## config.mk

```make
export PLATFORM = sky130hd
export DESIGN_NAME = lcdwrap_top
export DESIGN_NICKNAME = d
export VERILOG_FILES = /design/src/rtl/lcdwrap_pkg.sv /design/src/rtl/lcdwrap_plan.sv /design/src/rtl/lcdwrap_seq.sv /design/src/rtl/lcdwrap_top.sv
export SDC_FILE = /design/constraint.sdc
export NUM_CORES = 1
export LEC_CHECK = 0
export CORE_MARGIN = 8
export CORE_UTILIZATION = 45
export CTS_CLUSTER_SIZE = 25
export DETAILED_ROUTE_END_ITERATION = 8
export DONT_BUFFER_PORTS = 1
export SYNTH_ARGS = -nofsm -noshare
export SYNTH_HDL_FRONTEND = slang
export SYNTH_SLANG_ARGS = --single-unit
```

## constraint.sdc

```tcl
create_clock -name clk -period 4.15 [get_ports clk]
set_input_delay 1.0375 -clock clk [delete_from_list [all_inputs] [get_ports clk]]
set_output_delay 1.0375 -clock clk [all_outputs]
set_load 0.02 [all_outputs]
```

## src/rtl/lcdwrap_pkg.sv

```systemverilog
`timescale 1ns/1ps
package lcdwrap_pkg;

    localparam int AC_W = 7;
    localparam logic [7:0] NEWLINE_CODE = 8'h0A;
    localparam logic [7:0] PLACE_BASE = 8'h80;
    localparam logic [7:0] ROW1_OFFSET = 8'h40;
    localparam logic [AC_W-1:0] ROW1_START = 7'h40;

    typedef struct packed {
        logic            is_goto;
        logic [7:0]      ch;
        logic [AC_W-1:0] col;
        logic            row;
    } lcd_req_t;

    typedef struct packed {
        logic       rs;
        logic [7:0] code;
    } lcd_wr_t;

    typedef enum logic [1:0] {
        SQ_IDLE  = 2'd0,
        SQ_POLL  = 2'd1,
        SQ_WRITE = 2'd2
    } seq_state_t;

    function automatic lcd_wr_t place_cmd(input logic second_row, input logic [AC_W-1:0] col);
        lcd_wr_t w;
        w.rs   = 1'b0;
        w.code = PLACE_BASE + (second_row ? ROW1_OFFSET : 8'h00) + {1'b0, col};
        return w;
    endfunction

    function automatic lcd_wr_t data_wr(input logic [7:0] ch);
        lcd_wr_t w;
        w.rs   = 1'b1;
        w.code = ch;
        return w;
    endfunction

endpackage

```

## src/rtl/lcdwrap_plan.sv

```systemverilog
`timescale 1ns/1ps
module lcdwrap_plan
    import lcdwrap_pkg::*;
#(
    parameter int LINES = 2,
    parameter int COLS  = 16
) (
    input  lcd_req_t        req,
    input  logic [AC_W-1:0] ac,
    output lcd_wr_t         first_wr,
    output lcd_wr_t         second_wr,
    output logic            two_writes
);
    localparam logic [AC_W-1:0] LAST_COL  = AC_W'(COLS - 1);
    localparam logic [AC_W-1:0] END_ROW0  = AC_W'(COLS);
    localparam logic [AC_W-1:0] END_ROW1  = AC_W'(64 + COLS);
    localparam logic [AC_W-1:0] ZERO_COL  = '0;

    logic [AC_W-1:0] col_lim;
    logic            row_pick;
    logic            nl_target_row1;
    logic            wrap_now;
    logic            wrap_to_row1;

    assign col_lim = (req.col >= END_ROW0) ? LAST_COL : req.col;

    generate
        if (LINES == 2) begin : g_two_rows
            assign row_pick       = req.row;
            assign nl_target_row1 = (ac < ROW1_START);
            assign wrap_to_row1   = (ac == END_ROW0);
            assign wrap_now       = (ac == END_ROW0) || (ac == END_ROW1);
        end else begin : g_one_row
            assign row_pick       = 1'b0;
            assign nl_target_row1 = 1'b0;
            assign wrap_to_row1   = 1'b0;
            assign wrap_now       = (ac == END_ROW0);
        end
    endgenerate

    always_comb begin
        second_wr  = data_wr(req.ch);
        two_writes = 1'b0;
        if (req.is_goto) begin
            first_wr = place_cmd(row_pick, col_lim);
        end else if (req.ch == NEWLINE_CODE) begin
            first_wr = place_cmd(nl_target_row1, ZERO_COL);
        end else if (wrap_now) begin
            first_wr   = place_cmd(wrap_to_row1, ZERO_COL);
            two_writes = 1'b1;
        end else begin
            first_wr = data_wr(req.ch);
        end
    end

    // a wrap always puts a command ahead of the character
    always_comb begin
        if (two_writes) begin
            assert_wrap_order_R8: assert (!first_wr.rs && second_wr.rs && first_wr.code[6:0] == 7'h00 || first_wr.code[6:0] == 7'h40);
        end
    end

endmodule

```

## src/rtl/lcdwrap_seq.sv

```systemverilog
`timescale 1ns/1ps
module lcdwrap_seq
    import lcdwrap_pkg::*;
(
    input  logic            clk,
    input  logic            rst,
    input  logic            req_valid,
    input  lcd_req_t        req_in,
    output logic            req_ready,
    output logic            st_rd,
    input  logic            st_done,
    input  logic            st_busy,
    input  logic [AC_W-1:0] st_ac,
    output logic            wr_valid,
    input  logic            wr_ready,
    output logic            wr_rs,
    output logic [7:0]      wr_code,
    input  lcd_wr_t         first_wr,
    input  lcd_wr_t         second_wr,
    input  logic            two_writes,
    output lcd_req_t        hold_req,
    output logic [AC_W-1:0] hold_ac
);
    seq_state_t state;
    logic       ac_taken;
    logic       stage;
    lcd_wr_t    cur_wr;

    always_ff @(posedge clk) begin
        if (rst) begin
            state    <= SQ_IDLE;
            ac_taken <= 1'b0;
            stage    <= 1'b0;
            hold_req <= '0;
            hold_ac  <= '0;
        end else begin
            unique case (state)
                SQ_IDLE: begin
                    if (req_valid) begin
                        hold_req <= req_in;
                        ac_taken <= 1'b0;
                        stage    <= 1'b0;
                        state    <= SQ_POLL;
                    end
                end
                SQ_POLL: begin
                    if (st_done && !st_busy) begin
                        if (!ac_taken) begin
                            hold_ac  <= st_ac;
                            ac_taken <= 1'b1;
                        end
                        state <= SQ_WRITE;
                    end
                end
                SQ_WRITE: begin
                    if (wr_ready) begin
                        if (!stage && two_writes) begin
                            stage <= 1'b1;
                            state <= SQ_POLL;
                        end else begin
                            state <= SQ_IDLE;
                        end
                    end
                end
                default: state <= SQ_IDLE;
            endcase
        end
    end

    assign cur_wr    = stage ? second_wr : first_wr;
    assign req_ready = (state == SQ_IDLE);
    assign st_rd     = (state == SQ_POLL);
    assign wr_valid  = (state == SQ_WRITE);
    assign wr_rs     = cur_wr.rs;
    assign wr_code   = cur_wr.code;

    // a taken request starts with a status poll, not a write
    assert_poll_first_R2: assert property (@(posedge clk) disable iff (rst)
        (req_valid && req_ready) |=> (st_rd && !wr_valid));

    // a write only appears right after a non-busy status result
    assert_write_after_free_R2: assert property (@(posedge clk) disable iff (rst)
        $rose(wr_valid) |-> $past(st_done && !st_busy));

    // an offered write is held until taken
    assert_write_hold_R10: assert property (@(posedge clk) disable iff (rst)
        (wr_valid && !wr_ready) |=> (wr_valid && $stable(wr_code) && $stable(wr_rs)));

    // no new request taken while a write is still pending
    assert_no_overlap_R1: assert property (@(posedge clk) disable iff (rst)
        (wr_valid && !wr_ready) |=> !req_ready);

endmodule

```

## src/rtl/lcdwrap_top.sv

```systemverilog
`timescale 1ns/1ps
module lcdwrap_top
    import lcdwrap_pkg::*;
#(
    parameter int LINES = 2,
    parameter int COLS  = 16
) (
    input  logic        clk,
    input  logic        rst,
    input  logic        req_valid,
    output logic        req_ready,
    input  logic        req_goto,
    input  logic [7:0]  req_char,
    input  logic [6:0]  req_col,
    input  logic        req_row,
    output logic        st_rd,
    input  logic        st_done,
    input  logic        st_busy,
    input  logic [6:0]  st_ac,
    output logic        wr_valid,
    input  logic        wr_ready,
    output logic        wr_rs,
    output logic [7:0]  wr_code
);
    lcd_req_t        req_in;
    lcd_req_t        hold_req;
    logic [AC_W-1:0] hold_ac;
    lcd_wr_t         first_wr;
    lcd_wr_t         second_wr;
    logic            two_writes;

    assign req_in.is_goto = req_goto;
    assign req_in.ch      = req_char;
    assign req_in.col     = req_col;
    assign req_in.row     = req_row;

    lcdwrap_plan #(
        .LINES (LINES),
        .COLS  (COLS)
    ) u_plan (
        .req        (hold_req),
        .ac         (hold_ac),
        .first_wr   (first_wr),
        .second_wr  (second_wr),
        .two_writes (two_writes)
    );

    lcdwrap_seq u_seq (
        .clk        (clk),
        .rst        (rst),
        .req_valid  (req_valid),
        .req_in     (req_in),
        .req_ready  (req_ready),
        .st_rd      (st_rd),
        .st_done    (st_done),
        .st_busy    (st_busy),
        .st_ac      (st_ac),
        .wr_valid   (wr_valid),
        .wr_ready   (wr_ready),
        .wr_rs      (wr_rs),
        .wr_code    (wr_code),
        .first_wr   (first_wr),
        .second_wr  (second_wr),
        .two_writes (two_writes),
        .hold_req   (hold_req),
        .hold_ac    (hold_ac)
    );

    // a placement command never points past the last column
    assert_goto_clamp_R4: assert property (@(posedge clk) disable iff (rst)
        (wr_valid && hold_req.is_goto) |-> (!wr_rs && wr_code[7] && ({1'b0, wr_code[5:0]} < 7'(COLS))));

    // a taken wrap command is followed by a fresh poll before the data
    assert_wrap_repoll_R8: assert property (@(posedge clk) disable iff (rst)
        (wr_valid && wr_ready && !wr_rs && !hold_req.is_goto && hold_req.ch != NEWLINE_CODE) |=> st_rd);

    // a newline never yields a data write
    assert_newline_nodata_R5: assert property (@(posedge clk) disable iff (rst)
        (wr_valid && !hold_req.is_goto && hold_req.ch == NEWLINE_CODE) |-> !wr_rs);

endmodule

```

==> run summary <==
slew margin rel. -> 0.554
CTS tree -> done
Final TNS setup -> 0 ns
CTS buffer count -> 3
RSZ-0062 raised after global routing -> no
outcome -> finished clean
top post-synthesis cells by area -> dfxtp_1 46%, nand2_1 13%, a21oi_1 11%
final hold vios -> 0
total gr overflow -> 0
Worst EP arrival -> 2.26 ns
Setup Crit Path Kind -> register to output port
router iterations before antenna repair -> 4
drt total wl -> 2750 um
Worst-path clk slew -> 0.15 ns
Initial DRC Count -> 54
wire length per cell -> 15.0 um
slew at the pin closest to its max-slew limit -> 0.653 ns
CP max stage delay -> 0.52 ns
Mapped Avg Cell Area -> 7.79 um2
clk sinks -> 28
synthesis-stage register bit count -> 28
share of cells above drive strength 1 -> 0.0392
Final Skew -> 0.00399 ns
Initial Util -> 0.460
Clock Latency Late Sink -> 0.33 ns
Worst Path Max Fanout -> 9
worst vdd ir -> 0.000242 V
nets -> 185
I/O pin count -> 42
Slew Limit Fails -> 0
Area growth syn-to-layout -> 4.40%
Vias/cell -> 5.64
FP Rows -> 19
register area share after synthesis -> 0.458
slowest CP cell -> or4_4
Die H -> 68.1 um
Worst Path Required -> 3.11 ns
Hold Path Class -> register to register
hold_buf cts -> 0
Post-synth EDFFs -> 0
cell breakdown of the critical path -> or4_4 -> or2_1 -> a31o_1 -> a22oi_1
crit share post-route -> 0.794
Async S/R FF share, synth -> 0
Final min period -> 3.29 ns
mapped cell area -> 0.00122 mm2
port bufs -> 0
first-pass GRT wire length -> 4260 um
leakage power -> 0.000454 uW
CTS max path bufs -> 2
pin count of the biggest net entering global routing -> 29
root buffer cell -> clkbuf_4
ys flop type -> dfxtp_1
Max Clk Rate -> 304 MHz
H-tree depth -> 1
CP Launch Type -> register
Die ar. -> 0.00464 mm2
vias in the first global route -> 981
drt drc -> 0
gr usage total -> 0.118
# fillers -> 301
Setup Viol. Count Final -> 0
via count -> 1037
yosys warns -> 0
Die W -> 68.1 um
Unique masters post-synth -> 28
syn_nets -> 188
antenna viol nets, final -> 0
Placer Congestion -> 0.820
ANT cells -> 0
core area -> 0.00266 mm2
hpwl dp -> 2120 um
Gates resized, CTS repair -> 0
CP Capture Type -> output port
P per Cell Area -> 427 mW/mm2
postcts setup bufs -> 0
Max Cap Viol -> 0
top-area cell type share of the netlist area -> 0.458
total power -> 545 uW
Synth area leader -> dfxtp_1
Post-Synthesis Cells -> 157
initial antenna violation count -> 0
final cells by class:
| cell class | instances | area [um2] | share of cell area |
|---|---|---|---|
| clock buffers | 3 | 22.5 | 0.0176 |
| flip-flops and latches | 28 | 561 | 0.439 |
| well taps | 31 | 38.8 | 0.0304 |
| clock inverters | 1 | 30.0 | 0.0235 |
| inverters | 3 | 11.3 | 0.00881 |
| multi-input cells | 118 | 614 | 0.481 |
worst paths after layout:
path                                                      from                              to  slack [ns]  depth (start not counted)
worst max-delay path             u_seq.hold_ac[0]$_SDFFE_PP0P_                      wr_code[7]        0.86                          4
worst min-delay path            u_seq.hold_req[7]$_SDFFE_PP0P_  u_seq.hold_req[7]$_SDFFE_PP0P_        0.46                          2
worst max register to register     u_seq.state[0]$_SDFFE_PP0P_  u_seq.hold_req[8]$_SDFFE_PP0P_        2.35                          4
worst min register to register  u_seq.hold_req[7]$_SDFFE_PP0P_  u_seq.hold_req[7]$_SDFFE_PP0P_        0.46                          2
worst max-delay path: cells and delay by family (launching register included):
kind | cells | cell delay, ns
AND/OR/NAND/NOR | 2 | 0.75
flip-flops | 1 | 0.34
AO/OA/AOI/OAI | 2 | 0.84
layout by cell type (no fill, tap or decap), drive strengths merged:
cell / n
clkbuf: 3
or3: 2
a311o: 1
and2: 3
a21oi: 26
dfxtp: 28
a31o: 1
ha: 1
nand4bb: 1
or2: 1
o21ai: 7
inv: 3
nor2b: 3
nor3: 2
nor4b: 2
conb: 1
nor2: 9
nand2b: 3
bufinv: 1
a211o: 1
o2bb2ai: 4
a22oi: 1
a221o: 1
nand2: 44
mux2i: 1
or4: 1
a2111oi: 2
cells by family (layout without fill, tap and decap cells):
family | after synthesis | in the layout | share of synthesized area
flip-flops | 28 | 28 | 0.458
other | 1 | 1 | 0.00306
AO/OA/AOI/OAI | 44 | 44 | 0.215
adder cells (fa/ha/maj) | 1 | 1 | 0.0102
AND/OR/NAND/NOR | 71 | 71 | 0.266
multiplexers | 1 | 1 | 0.00818
buffers and inverters | 11 | 7 | 0.0399
cell usage after synthesis (2+ instances only):
library cell / count
nor2b_1: 3
a21oi_1: 26
a2111oi_0: 2
clkbuf_1: 7
o2bb2ai_1: 4
inv_1: 3
nor3_1: 2
nor4b_1: 2
or3_1: 2
nor2_1: 9
nand2_1: 44
dfxtp_1: 28
o21ai_0: 7
and2_1: 2
nand2b_1: 3
per-layer routing:
layer / wire length (um) / vias up / track usage
li1: - / 526 / -
met1: 1180 / 480 / 0.129
met2: 1340 / 29 / 0.205
met3: 216 / 2 / 0.0409
met4: 16 / 0 / 0.0460
met5: 0 / - / 0
power by group:
part	switching [uW]	total (uW)	internal, uW
registers	11.7	295	284
clock network	80.7	178	97.7
logic	47.0	71.5	24.5
total	139	545	406
registers in the layout, summed over array words and instances (netlist names):
name and flops:
u_seq.hold_req 17, u_seq.stage 1, u_seq.hold_ac 7, u_seq.state 2
u_seq.ac_taken 1
through the flow:
step / hold slack (ns) / instance area, um2 / cells / utilization / setup WS (ns)
after floorplan: 0.431 / 1220 / 157 / - / 1.35
after global placement: 0.435 / 1220 / 180 / 0.460 / 1.23
after detailed placement: 0.441 / 1220 / 180 / 0.460 / 1.21
after CTS: 0.460 / 1280 / 184 / 0.480 / 0.817
after global routing: 0.476 / 1280 / 184 / 0.480 / 0.750
final: 0.456 / 1280 / 184 / 0.480 / 0.856
Power figures use the tool's default switching activity.
